===== src/rtl/crd_pkg.sv =====
package crd_pkg;
  localparam int STW = 16;

  localparam logic [2:0] OP_START = 3'd0;
  localparam logic [2:0] OP_TEST  = 3'd1;
  localparam logic [2:0] OP_TDEV  = 3'd2;
  localparam logic [2:0] OP_HALT  = 3'd3;
  localparam logic [2:0] OP_ACK   = 3'd4;

  typedef enum logic [1:0] {S_IDLE, S_FETCH, S_XFER, S_END} crd_state_e;

  function automatic logic order_ok(input logic [7:0] o);
    return (o[7:6] == 2'b00) && (o[1:0] == 2'b10) && (o[5:4] != 2'b10);
  endfunction

  function automatic logic [1:0] stacker_of(input logic [7:0] o);
    case (o[5:4])
      2'b01:   return 2'd1;
      2'b11:   return 2'd2;
      default: return 2'd0;
    endcase
  endfunction

  function automatic logic [STW-1:0] test_word(input logic att, input logic busy);
    logic [STW-1:0] w;
    w      = '0;
    w[7]   = att;
    w[6]   = busy;
    w[5]   = busy;
    w[9:8] = busy ? 2'b10 : 2'b00;
    return w;
  endfunction

  function automatic logic [STW-1:0] tdev_word(input logic att, input logic [7:0] ust);
    return att ? {8'h00, ust} : 16'h0200;
  endfunction
endpackage


===== src/rtl/crd_order_check.sv =====
module crd_order_check (
  input  logic [7:0] ord_byte,
  output logic       legal,
  output logic [1:0] stk,
  output logic       mode
);
  import crd_pkg::*;
  always_comb begin
    legal = order_ok(ord_byte);
    stk   = stacker_of(ord_byte);
    mode  = ord_byte[2];
  end
endmodule


===== src/rtl/crd_counters.sv =====
module crd_counters #(
  parameter int HOP_W = 12,
  parameter int CNT_W = 8,
  parameter int NSTK  = 3
) (
  input  logic                  clk,
  input  logic                  rst_n,
  input  logic                  load,
  input  logic [HOP_W-1:0]      load_val,
  input  logic                  bump,
  input  logic [1:0]            sel,
  output logic [HOP_W-1:0]      hopper,
  output logic [NSTK*CNT_W-1:0] stk_cnt
);
  always_ff @(posedge clk or negedge rst_n) begin
    if (!rst_n)                    hopper <= '0;
    else if (load)                 hopper <= load_val;
    else if (bump && hopper != '0) hopper <= hopper - HOP_W'(1);
  end

  for (genvar i = 0; i < NSTK; i++) begin : g_stk
    logic [CNT_W-1:0] cnt;
    always_ff @(posedge clk or negedge rst_n) begin
      if (!rst_n)                      cnt <= '0;
      else if (bump && sel == 2'(i))   cnt <= cnt + CNT_W'(1);
    end
    assign stk_cnt[i*CNT_W +: CNT_W] = cnt;
  end
endmodule


===== src/rtl/crd_status.sv =====
module crd_status (
  input  logic [2:0]  op_code,
  input  logic        attached,
  input  logic        busy,
  input  logic [7:0]  unit_stat,
  output logic [15:0] word
);
  import crd_pkg::*;
  always_comb begin
    case (op_code)
      OP_START, OP_TEST, OP_HALT: word = test_word(attached, busy);
      OP_TDEV:                    word = tdev_word(attached, unit_stat);
      default:                    word = '0;
    endcase
  end
endmodule


===== src/rtl/crd_order_ctrl.sv =====
module crd_order_ctrl #(
  parameter int HOP_W = 12,
  parameter int CNT_W = 8
) (
  input  logic               clk,
  input  logic               rst_n,
  input  logic               op_valid,
  input  logic [2:0]         op_code,
  output logic               stat_vld,
  output logic [15:0]        stat_word,
  output logic               ord_req,
  input  logic               ord_ack,
  input  logic [7:0]         ord_byte,
  output logic               uen,
  output logic               xfer_active,
  output logic               auto_mode,
  output logic [1:0]         stk_sel,
  input  logic               dp_done,
  input  logic               dp_err,
  input  logic               chain_in,
  output logic               chan_end,
  output logic               irq,
  input  logic               hop_load,
  input  logic [HOP_W-1:0]   hop_value,
  output logic [HOP_W-1:0]   hopper,
  output logic [3*CNT_W-1:0] stk_cnt
);
  import crd_pkg::*;
  localparam int NSTK = 3;

  crd_state_e state, state_nx;
  logic       dte_q, mode_q;
  logic [1:0] stk_q;

  // named internal events
  logic attached_w, busy_w, start_ok, halt_kill, ord_take, end_fire, clr_irq;
  logic order_ok_w, order_mode_w;
  logic [1:0] order_stk_w;
  logic [15:0] word_w;

  assign attached_w = (hopper != '0);
  assign busy_w     = (state != S_IDLE);
  assign start_ok   = op_valid && op_code == OP_START && !busy_w && attached_w;
  assign halt_kill  = op_valid && op_code == OP_HALT && busy_w;
  assign clr_irq    = op_valid && (op_code == OP_HALT || op_code == OP_ACK);
  assign ord_take   = (state == S_FETCH) && ord_ack && !halt_kill;
  assign end_fire   = (state == S_END) && !halt_kill;

  crd_order_check u_check (
    .ord_byte (ord_byte),
    .legal    (order_ok_w),
    .stk      (order_stk_w),
    .mode     (order_mode_w)
  );

  crd_status u_status (
    .op_code   (op_code),
    .attached  (attached_w),
    .busy      (busy_w),
    .unit_stat ({4'h0, dte_q, 3'b000}),
    .word      (word_w)
  );

  crd_counters #(.HOP_W(HOP_W), .CNT_W(CNT_W), .NSTK(NSTK)) u_cnt (
    .clk      (clk),
    .rst_n    (rst_n),
    .load     (hop_load),
    .load_val (hop_value),
    .bump     (end_fire),
    .sel      (stk_q),
    .hopper   (hopper),
    .stk_cnt  (stk_cnt)
  );

  always_comb begin
    state_nx = state;
    if (halt_kill) state_nx = S_IDLE;
    else begin
      case (state)
        S_IDLE:  if (start_ok) state_nx = S_FETCH;
        S_FETCH: if (ord_take) state_nx = order_ok_w ? S_XFER : S_IDLE;
        S_XFER:  if (dp_done)  state_nx = S_END;
        default: state_nx = chain_in ? S_FETCH : S_IDLE;
      endcase
    end
  end

  always_ff @(posedge clk or negedge rst_n) begin
    if (!rst_n) begin
      state     <= S_IDLE;
      stk_q     <= '0;
      mode_q    <= 1'b0;
      dte_q     <= 1'b0;
      uen       <= 1'b0;
      chan_end  <= 1'b0;
      irq       <= 1'b0;
      stat_vld  <= 1'b0;
      stat_word <= '0;
    end else begin
      state    <= state_nx;
      uen      <= halt_kill || (ord_take && !order_ok_w);
      chan_end <= end_fire;
      stat_vld <= op_valid;
      if (op_valid) stat_word <= word_w;
      if (start_ok) begin
        stk_q <= '0;
        dte_q <= 1'b0;
      end
      if (ord_take && order_ok_w) begin
        stk_q  <= order_stk_w;
        mode_q <= order_mode_w;
      end
      if (state == S_XFER && dp_done && dp_err && !halt_kill) dte_q <= 1'b1;
      if (clr_irq) irq <= 1'b0;
      else if ((end_fire && !chain_in) || (ord_take && !order_ok_w)) irq <= 1'b1;
    end
  end

  assign ord_req     = (state == S_FETCH);
  assign xfer_active = (state == S_XFER);
  assign auto_mode   = mode_q;
  assign stk_sel     = stk_q;
endmodule


===== config.mk =====
export PLATFORM = sky130hd
export DESIGN_NAME = crd_order_ctrl
export DESIGN_NICKNAME = d
export VERILOG_FILES = /design/src/rtl/crd_pkg.sv /design/src/rtl/crd_order_check.sv /design/src/rtl/crd_counters.sv /design/src/rtl/crd_status.sv /design/src/rtl/crd_order_ctrl.sv
export SDC_FILE = /design/constraint.sdc
export NUM_CORES = 1
export LEC_CHECK = 0
export ABC_CLOCK_PERIOD_IN_PS = 4200
export CORE_MARGIN = 1.5
export CORE_UTILIZATION = 35
export CTS_CLUSTER_DIAMETER = 120
export DETAILED_ROUTE_END_ITERATION = 7
export PLACE_DENSITY_LB_ADDON = 0.25
export SLEW_MARGIN = 10
export SYNTH_ARGS = -nofsm -noshare
export SYNTH_HDL_FRONTEND = slang
export SYNTH_SLANG_ARGS = --single-unit

===== constraint.sdc =====
create_clock -name clk -period 4.2 [get_ports clk]
set_clock_uncertainty 0.05 [all_clocks]
set_input_delay 1.26 -clock clk [delete_from_list [all_inputs] [get_ports clk]]
set_output_delay 1.26 -clock clk [all_outputs]
set_load 0.01 [all_outputs]

==> results of run 1 <==
-- worst max-delay path, stage by stage --
cell and delay, ns:
clkdlybuf4s50_1 0.59, and4b_1 0.39, nor4b_4 0.52, mux2_2 0.38
-- layer usage --
layer / track usage / routed length [µm]
met4: 0.03077 / 34
met2: 0.2625 / 2903
met1: 0.1985 / 2705
met5: 0 / 0
met3: 0.03601 / 268
-- report_power, final --
group	switching, mW	total, mW	internal, mW
Combinational	0.0707	0.158	0.0872
Clock	0.165	0.301	0.136
Sequential	0.0293	0.534	0.504
-- worst max-delay path by stage --
| stage | startpoint | to | slack (ns) | cells after the start |
|---|---|---|---|---|
| 2_1_floorplan | op_code[1] | u_cnt.g_stk[1].cnt[1] | 1.65 | 4 |
| 3_3_place_gp | op_code[2] | u_cnt.g_stk[1].cnt[1] | 0.88 | 4 |
| 3_5_place_dp | op_code[2] | u_cnt.g_stk[1].cnt[1] | 0.87 | 4 |
| 4_1_cts | state[1] | xfer_active | 1.18 | 2 |
| 5_1_grt | op_code[2] | u_cnt.hopper[5] | 1.07 | 5 |
| 6_report | op_code[2] | u_cnt.g_stk[1].cnt[1] | 1.19 | 4 |
-- registers in the layout, summed over array words and instances (netlist names), 2 cells and up --
signal and cells:
u_cnt.g_stk.cnt 24, u_cnt.hopper 12, stat_word 4, state 2
stk_sel 2
-- logic make-up after synthesis --
group                      count (synthesis)  synth area share
and+or+nand+nor                          100            0.2377
buffers and inverters                     26           0.05846
muxes                                      4           0.01725
adders and majority gates                  5           0.02396
DFF                                       50            0.4792
other                                      1          0.001436
AOI/OAI and AO/OA                         42            0.1116
xor gates and xnor gates                  21           0.07043
-- metrics by stage --
| step | cell area, µm² | instances | total power [mW] | utilization | hold slack [ns] |
|---|---|---|---|---|---|
| 2_1_floorplan | 2649 | 259 | 0.6104 | - | 0.4559 |
| 3_3_place_gp | 3447 | 421 | 0.6999 | 0.4752 | 0.4103 |
| 3_5_place_dp | 3447 | 421 | 0.7022 | 0.4752 | 0.4167 |
| 4_1_cts | 3546 | 429 | 1.004 | 0.4889 | 0.4330 |
| 5_1_grt | 3546 | 429 | 1.044 | 0.4889 | 0.4418 |
| 6_report | 3546 | 429 | 0.9923 | 0.4889 | 0.4254 |
-- final cells by class --
| type | instances | area, µm² | share of cell area |
|---|---|---|---|
| Timing Repair Buffer | 80 | 793.3 | 0.2237 |
| Tap cell | 99 | 123.9 | 0.03493 |
| Sequential cell | 50 | 1251 | 0.3529 |
| Inverter | 9 | 33.78 | 0.009527 |
| Multi-Input combinational cell | 183 | 1245 | 0.3511 |
| Clock inverter | 2 | 16.27 | 0.004587 |
| Clock buffer | 6 | 82.58 | 0.02329 |
-- cell usage after synthesis, types with 4 or more instances --
cell type / instances
xnor2_1: 17
nor2_1: 16
nand2_1: 17
nand3_1: 12
a31oi_1: 7
xor2_1: 4
nor2b_1: 5
nand4_1: 12
o21ai_0: 10
inv_1: 8
or4_1: 5
ha_1: 5
nor3_1: 4
and3_1: 6
buf_4: 12
dfrtp_1: 50
==> results.py, run 1 <==
metrics = {
    "cells_and_area": {
        "final_nets": 365,
        "layout_common_cells": "78 x clkdlybuf4s50_1, 50 x dfrtp_1, 17 x nand2_1, 17 x xnor2_1, 16 x nor2_1",
        "n_fill_cell": 695,
        "diodes": 0,
        "syn_to_final_growth_pct": 35.79,
        "drive_gt1_frac": 0.06364,
        "final_common_cell": "clkdlybuf4s50_1",
    },
    "synth": {
        "synth_top_cell_by_area": "dfrtp_1",
        "syn-instance-count": 249,
        "syn_area_um2": 2611,
        "synth_seq_area_share": 0.4792,
        "synth_seq_cells": 50,
        "synth_top_area_frac": 0.4792,
        "synth.distinct_cells": 56,
        "postSynthAreaPerCell_um2": 10.49,
        "synth.area.top_cells": "dfrtp_1 48%, xnor2_1 5.7%, buf_4 3.4%",
        "ys_async_sr_fraction": 1.000,
        "synth-edff-count": 0,
        "synthFlopType": "dfrtp_1",
        "yosysWarningCount": 0,
    },
    "global_route": {
        "antenna_found_initial": 0,
        "grt_pass1_vias": 2061,
        "grt_use_total": 0.1533,
        "grt_max_degree": 40,
        "gr-total-overflow": 0,
        "grt_pass1_wl_um": 9646,
    },
    "worst_setup_path": {
        "startpoint_type": "input pin",
        "rr_endpoint": "u_cnt.hopper[8]",
        "reg2reg_slack_ns": 2.16,
        "end_kind": "flop",
        "crit_type": "in2reg",
        "cp_max_fo": 8,
        "worstPathRequired_ns": 4.35,
        "cp.arrival_ns": 3.15,
        "reg2reg_from": "u_cnt.hopper[0]",
        "r2r_cells": 6,
    },
    "clock_tree": {
        "clk_pin_slew_worst_paths_ns": 0.09,
        "cts_buffers": 5,
        "post-cts-setup-buffers": 0,
        "cts-root-buf": "clkbuf_8",
        "cts_buffer_depth": 2,
        "cts-resized-gates": 0,
        "cts.sinks": 50,
        "ctsHoldBuffers": 0,
        "cts_tree": "built",
        "htree_levels": 2,
        "clock_latency_ns": 0.30,
    },
    "timing": {
        "fin_crit_sh": 0.7158,
        "rsz0062_at_grt": "no",
        "relSlewSlack": 0.4359,
        "layout_setup_ws_ns": 1.194,
        "fmax_mhz": 332.6,
        "fin_setup_tns_ns": 0,
        "tightest_slew_ns": 0.8462,
        "min_period_ns": 3.006,
        "final-setup-viol-count": 0,
        "final_max_slew_viol_count": 0,
        "hold_viol": 0,
    },
    "detailed_routing": {
        "ant_nets": 0,
        "vias": 2171,
        "drcViolationCount": 0,
        "drt-vias-per-instance": 5.061,
        "wirelength_um": 5912,
        "drt_iter0_markers": 76,
        "first_pass_iters": 4,
        "drt-wirelength-per-cell_um": 13.78,
    },
    "floorplan": {
        "die_width_um": 89.38,
        "start_util": 0.3600,
        "dieArea_um2": 7988,
        "die_h_um": 89.38,
        "top_level_ports": 92,
        "core_um2": 7253,
        "rows": 31,
    },
    "placed_design": {
        "dpl.hpwl_um": 4414,
        "place_ws_ns": 0.8726,
        "place.gp.congestion": 0.7867,
        "portBuffers": 79,
    },
    "power_and_ir_drop": {
        "p_leak_nw": 1.438,
        "p_per_area_nw_per_um2": 279.8,
        "ir_drop_mv": 0.1258,
    },
    "worst_hold_path": {
        "min_path_cells": 1,
        "hold_path.class": "reg2reg",
        "hp-start": "u_cnt.g_stk[1].cnt[7]",
        "hold_end": "u_cnt.g_stk[1].cnt[7]",
    },
    "run_status": {
        "status": "complete, no violations",
    },
    "job": {
        "max-cap-violations": 0,
    },
}
(Power assumes the default switching activity.)
==> run 2, diff against run 1 <==
--- a/config.mk
+++ b/config.mk
@@ -5,7 +5,7 @@
 export SDC_FILE = /design/constraint.sdc
 export NUM_CORES = 1
 export LEC_CHECK = 0
-export ABC_CLOCK_PERIOD_IN_PS = 4200
+export ABC_CLOCK_PERIOD_IN_PS = 3100
 export CORE_MARGIN = 1.5
 export CORE_UTILIZATION = 35
 export CTS_CLUSTER_DIAMETER = 120
==> constraint.sdc (replaced) <==
create_clock -name clk -period 3.1 [get_ports clk]
set_clock_uncertainty 0.05 [all_clocks]
set_input_delay 0.93 -clock clk [delete_from_list [all_inputs] [get_ports clk]]
set_output_delay 0.93 -clock clk [all_outputs]
set_load 0.01 [all_outputs]
==> run 2 against run 1 <==
Against the previous run: clock power rose by 32%; die area did not move; total power rose by 35%; global-route usage rose by 0.17 points; critical path type unchanged; critical endpoint unchanged.
==> results.py, run 2 (synthesis gave the netlist of run 1 again) <==
metrics = {
    "worst_setup_path": {
        "critPathLaunch": "op_code[2]",
        "worstPathRequired_ns": 3.24,
        "reg2reg_from": "u_cnt.hopper[0]",
        "end_kind": "flop",
        "startpoint_type": "input pin",
        "cp.arrival_ns": 2.82,
        "path_buf_inv": 1,
        "crit_type": "in2reg",
        "cpMaxStageDelayCell": "clkdlybuf4s50_1",
        "path_delay_family": "simple AND/OR/NAND/NOR gates",
        "path_cells": "clkdlybuf4s50_1 -> and4b_1 -> nor4b_4 -> mux2_2",
        "cp_max_fo": 8,
        "cpPeakStageDelay_ns": 0.59,
    },
    "detailed_routing": {
        "drt-vias-per-instance": 5.120,
        "highest_layer": "met4",
        "drcViolationCount": 0,
        "vias": 2212,
        "ant_nets": 0,
        "wl_met3_um": 288,
        "met1Wirelength_um": 2601,
        "drt-wirelength-per-cell_um": 13.51,
        "wirelength_um": 5835,
        "drt_iter0_markers": 46,
        "met2WireLength_um": 2886,
        "first_pass_iters": 4,
    },
    "placed_design": {
        "place.gp.congestion": 0.7879,
        "portBuffers": 79,
        "place_ws_ns": 0.1097,
        "dpl.hpwl_um": 4350,
    },
    "power_and_ir_drop": {
        "ir_drop_mv": 0.1816,
        "clock_power_share": 0.297,
        "p_sw_mw": 0.3540,
        "p_per_area_nw_per_um2": 374.3,
        "p_int_mw": 0.9851,
        "p_leak_nw": 1.456,
        "p_seq_frac": 0.539,
        "p_comb_frac": 0.164,
        "switching_share": 0.2643,
        "power.total_mw": 1.339,
    },
    "timing": {
        "relSlewSlack": 0.6061,
        "final_max_slew_viol_count": 0,
        "fin_setup_tns_ns": 0,
        "layout_setup_ws_ns": 0.4156,
        "fmax_mhz": 372.5,
        "fin_crit_sh": 0.8660,
        "hold_viol": 0,
        "rsz0062_at_grt": "no",
        "whs_ns": 0.4201,
        "final-setup-viol-count": 0,
        "min_period_ns": 2.684,
        "tightest_slew_ns": 0.5908,
    },
    "cells_and_area": {
        "n_fill_cell": 708,
        "syn_to_final_growth_pct": 36.99,
        "reg.largest.list": "u_cnt.g_stk.cnt: 24 flops, u_cnt.hopper: 12 flops, stat_word: 4 flops",
        "final_common_cell": "clkdlybuf4s50_1",
        "final_nets": 368,
        "multi_input_area_um2": 1245,
        "seq_area_um2": 1251,
        "layout_common_cells": "78 x clkdlybuf4s50_1, 50 x dfrtp_1, 17 x nand2_1, 17 x xnor2_1, 16 x nor2_1",
        "largest_register": "u_cnt.g_stk.cnt",
        "drive_gt1_frac": 0.07207,
        "largest_register_ffs": 24,
        "diodes": 0,
    },
    "floorplan": {
        "die_width_um": 89.38,
        "rows": 31,
        "dieArea_um2": 7988,
        "die_h_um": 89.38,
        "top_level_ports": 92,
        "core_um2": 7253,
        "start_util": 0.3600,
    },
    "global_route": {
        "antenna_found_initial": 0,
        "gr-total-overflow": 0,
        "grt_max_degree": 27,
        "grt_pass1_vias": 2126,
        "grt_pass1_wl_um": 9735,
        "grt_use_total": 0.1551,
    },
    "clock_tree": {
        "cts_buffers": 5,
        "htree_levels": 2,
        "cts.sinks": 50,
        "cts-resized-gates": 0,
        "ctsHoldBuffers": 0,
        "cts_buffer_depth": 2,
        "clk_pin_slew_worst_paths_ns": 0.09,
        "clock_latency_ns": 0.30,
        "cts_tree": "built",
        "post-cts-setup-buffers": 0,
        "cts-root-buf": "clkbuf_8",
    },
    "job": {
        "max-cap-violations": 0,
    },
    "worst_hold_path": {
        "hp-start": "u_cnt.g_stk[2].cnt[7]",
        "hold_path.class": "reg2reg",
    },
    "run_status": {
        "status": "complete, no violations",
    },
}
## run 2: changes by cell type in the layout (fill, tap and decap cells not counted)
cell	delta
inv_6	-1
clkinv_2	+1
buf_12	+1
buf_4	+2
## run 2: layout make-up
cell class / count / area share
Sequential cell: 50 / 0.3498
Inverter: 9 / 0.009444
Clock inverter: 2 / 0.003498
Clock buffer: 6 / 0.02308
Timing Repair Buffer: 83 / 0.2315
Multi-Input combinational cell: 183 / 0.3480
Tap cell: 99 / 0.03463
## run 2: worst paths after layout
path,endpoint,slack [ns],depth (start not counted)
min in group asynchronous,u_cnt.g_stk[2].cnt[5],0.57,1
min reg2reg,u_cnt.g_stk[2].cnt[7],0.42,1
max reg2reg,stk_sel[1],1.05,6
min,u_cnt.g_stk[2].cnt[7],0.42,1
max in group asynchronous,u_cnt.hopper[5],1.89,2
max,u_cnt.g_stk[1].cnt[1],0.42,4
## run 2: per-stage QoR
step	instances	instance area (µm²)	utilization
4_1_cts	432	3577	0.4932
6_report	432	3577	0.4932
2_1_floorplan	259	2649	-
3_5_place_dp	424	3482	0.4801
5_1_grt	432	3577	0.4932
3_3_place_gp	424	3482	0.4801
## run 2: power by group through the flow
stage	registers [mW]	logic (mW)	clock network, mW
after detailed placement	0.734	0.222	0
final	0.722	0.220	0.398
after global placement	0.733	0.220	0
after floorplan	0.737	0.0897	0
after global routing	0.728	0.244	0.440
after CTS	0.722	0.223	0.418
## run 2: per-layer routing
metal / track usage / vias to the layer above
met5: 0 / -
met1: 0.1922 / 1085
met3: 0.04063 / 8
li1: - / 1061
met4: 0.03776 / 0
met2: 0.2693 / 58
==> run 3, diff against run 2 <==
--- a/config.mk
+++ b/config.mk
@@ -7,11 +7,12 @@
 export LEC_CHECK = 0
 export ABC_CLOCK_PERIOD_IN_PS = 3100
 export CORE_MARGIN = 1.5
-export CORE_UTILIZATION = 35
+export CORE_UTILIZATION = 48
 export CTS_CLUSTER_DIAMETER = 120
 export DETAILED_ROUTE_END_ITERATION = 7
 export PLACE_DENSITY_LB_ADDON = 0.25
 export SLEW_MARGIN = 10
 export SYNTH_ARGS = -nofsm -noshare
 export SYNTH_HDL_FRONTEND = slang
+export SYNTH_HIERARCHICAL = 1
 export SYNTH_SLANG_ARGS = --single-unit
==> run 3 against run 2 <==
Against the previous run: die area fell by 13%; flip-flop and latch count rose by 12; first-iteration DRC count rose to 3.6 times the previous value; hold slack got worse by 0.0018 ns; routed wire length rose by 17%; synthesized cell count rose by 11%; final area rose by 20%; clock-buffer cell count rose by 6; critical path depth rose by 3; largest cell class unchanged.
==> results.py, run 3 <==
metrics = {
    "detailed_routing": {
        "first_pass_iters": 4,
        "drt_iter0_markers": 164,
        "drt-vias-per-instance": 5.386,
        "drcViolationCount": 0,
        "vias": 2526,
        "wirelength_um": 6837,
        "drt-wirelength-per-cell_um": 14.58,
        "ant_nets": 0,
    },
    "clock_tree": {
        "cts-root-buf": "clkbuf_8",
        "cts-resized-gates": 0,
        "ctsHoldBuffers": 0,
        "post-cts-setup-buffers": 0,
        "cts.sinks": 62,
        "clock_latency_ns": 0.33,
        "htree_levels": 3,
        "clk_pin_slew_worst_paths_ns": 0.07,
        "cts_buffer_depth": 2,
        "cts_tree": "built",
        "cts_buffers": 9,
    },
    "floorplan": {
        "rows": 29,
        "top_level_ports": 92,
        "start_util": 0.4923,
        "dieArea_um2": 6929,
        "die_h_um": 83.24,
        "die_width_um": 83.24,
        "core_um2": 6277,
    },
    "placed_design": {
        "place.gp.congestion": 0.8117,
        "portBuffers": 90,
        "dp.cells": 453,
        "dpl.hpwl_um": 5043,
    },
    "worst_setup_path": {
        "cpMaxStageDelayCell": "clkdlybuf4s50_1",
        "reg2reg_from": "u_cnt/hopper[9]",
        "reg2reg_slack_ns": 0.93,
        "cp.arrival_ns": 3.08,
        "worstPathRequired_ns": 3.31,
        "path_cells": "clkdlybuf4s50_1 -> nand4b_1 -> and3_1 -> or3b_2 -> or3_1 -> or3b_1 -> a2bb2oi_1",
        "cpPeakStageDelay_ns": 0.48,
        "end_kind": "flop",
        "crit_type": "in2reg",
        "cp_max_fo": 2,
        "rr_endpoint": "u_cnt/hopper[4]",
        "startpoint_type": "input pin",
        "r2r_cells": 4,
    },
    "synth": {
        "yosysWarningCount": 6,
        "synth-simple-area-share": 0.1911,
        "synthFlopType": "dfrtp_1",
        "yosysMostFrequentCell": "dfrtp_1",
        "synth_seq_area_share": 0.5020,
        "synth_seq_cells": 62,
        "synth.area.top_cells": "dfrtp_1 50%, mux2_2 7.3%, xnor2_1 4.8%",
        "synthAdderAreaFrac": 0.02024,
        "synth_top_family_by_area": "simple AND/OR/NAND/NOR gates",
        "synth_top_cell_by_area": "dfrtp_1",
        "syn_area_um2": 3090,
        "synth.distinct_cells": 57,
        "ys_async_sr_fraction": 1.000,
        "synth_top_area_frac": 0.5020,
        "synthTopCellsByCount": "62 x dfrtp_1, 20 x mux2_2, 17 x xnor2_1",
        "post_synth_xor_area_fraction": 0.06518,
        "synth.area.mux_share": 0.07611,
        "syn-instance-count": 276,
        "synth_compound_area_frac": 0.1020,
        "postSynthAreaPerCell_um2": 11.20,
        "synth-edff-count": 0,
    },
    "timing": {
        "rsz0062_at_grt": "no",
        "fin_crit_sh": 0.9266,
        "fmax_mhz": 348.1,
        "whs_ns": 0.4183,
        "hold_viol": 0,
        "final_max_slew_viol_count": 0,
        "relSlewSlack": 0.4315,
        "fin_setup_tns_ns": 0,
        "tightest_slew_ns": 0.8463,
        "min_period_ns": 2.872,
        "final-setup-viol-count": 0,
    },
    "worst_hold_path": {
        "min_path_cells": 1,
        "hold_path.class": "reg2reg",
        "hold_end": "u_cnt/g_stk[1].cnt[7]",
        "hp-start": "u_cnt/g_stk[1].cnt[7]",
    },
    "global_route": {
        "antenna_found_initial": 0,
        "grt_pass1_wl_um": 11480,
        "grt_use_total": 0.2067,
        "gr-total-overflow": 0,
        "grt_max_degree": 33,
        "grt_pass1_vias": 2491,
    },
    "power_and_ir_drop": {
        "ir_drop_mv": 0.2898,
        "p_per_area_nw_per_um2": 474.0,
        "power.total_mw": 2.043,
        "p_leak_nw": 1.877,
    },
    "job": {
        "max-cap-violations": 0,
    },
    "cells_and_area": {
        "layout_common_cells": "89 x clkdlybuf4s50_1, 62 x dfrtp_1, 20 x mux2_2, 17 x xnor2_1",
        "largest_register_ffs": 24,
        "n_fill_cell": 477,
        "final_common_cell": "clkdlybuf4s50_1",
        "final_nets": 423,
        "drive_gt1_frac": 0.1505,
        "syn_to_final_growth_pct": 39.43,
        "reg.largest.list": "u_cnt/g_stk.cnt: 24 flops, stat_word: 16 flops, u_cnt/hopper: 12 flops",
        "finalNonFillerCells": 469,
        "diodes": 0,
        "largest_register": "u_cnt/g_stk.cnt",
    },
    "run_status": {
        "status": "complete, no violations",
    },
}
run 3: final cells by class:
class / instances / area, µm² / area share
Clock buffer: 12 / 145.1 / 0.03368
Clock inverter: 4 / 22.52 / 0.005226
Inverter: 8 / 30.03 / 0.006969
Multi-Input combinational cell: 203 / 1458 / 0.3383
Sequential cell: 62 / 1551 / 0.3600
Tap cell: 77 / 96.34 / 0.02236
Timing Repair Buffer: 103 / 1006 / 0.2334
run 3: per-stage QoR:
| step | area, µm² | util | setup slack [ns] |
|---|---|---|---|
| floorplan | 3136 | - | 0.1867 |
| global placement | 4141 | 0.6598 | -0.07272 |
| detailed placement | 4141 | 0.6598 | -0.1116 |
| CTS | 4309 | 0.6865 | 0.2434 |
| global route | 4309 | 0.6865 | 0.1540 |
| finish | 4309 | 0.6865 | 0.2276 |
run 3: cell families (layout without fill, tap and decap cells):
group / Yosys count / after routing
adder cells (fa/ha/maj): 5 / 5
buffers and inverters: 23 / 127
flip-flops: 62 / 62
multiplexers: 21 / 21
AO/OA/AOI/OAI: 45 / 45
AND/OR/NAND/NOR: 95 / 95
other: 2 / 14
XOR/XNOR: 23 / 23
run 3: layer usage:
metal  GRT usage  vias to the layer above  part of all wire
met5           0                        -                 0
met1      0.2661                     1215              0.45
met3     0.04175                       10             0.056
li1            -                     1216                 -
met4     0.08182                        0             0.015
met2      0.3429                       85              0.48
run 3: how the worst max path moves through the flow:
stage / slack [ns] / startpoint / depth (start not counted) / to
floorplan: 0.19 / op_valid / 7 / u_cnt/hopper[7]
global placement: -0.07 / op_code[2] / 7 / u_cnt/hopper[7]
detailed placement: -0.11 / op_code[2] / 7 / u_cnt/hopper[7]
CTS: 0.24 / op_code[2] / 7 / u_cnt/hopper[7]
global route: 0.15 / op_code[2] / 7 / u_cnt/hopper[7]
finish: 0.23 / op_code[2] / 7 / u_cnt/hopper[7]
run 3: report_power, final:
part | internal (mW) | total [mW] | switching, mW
registers | 0.890 | 0.972 | 0.0819
clock network | 0.308 | 0.618 | 0.309
logic | 0.263 | 0.452 | 0.190
total | 1.46 | 2.04 | 0.581
run 3: critical path, delay by kind of cell:
kind	cells	cell delay, ns
buffers and inverters	1	0.48
AOI/OAI and AO/OA	1	0.15
and+or+nand+nor	5	1.53
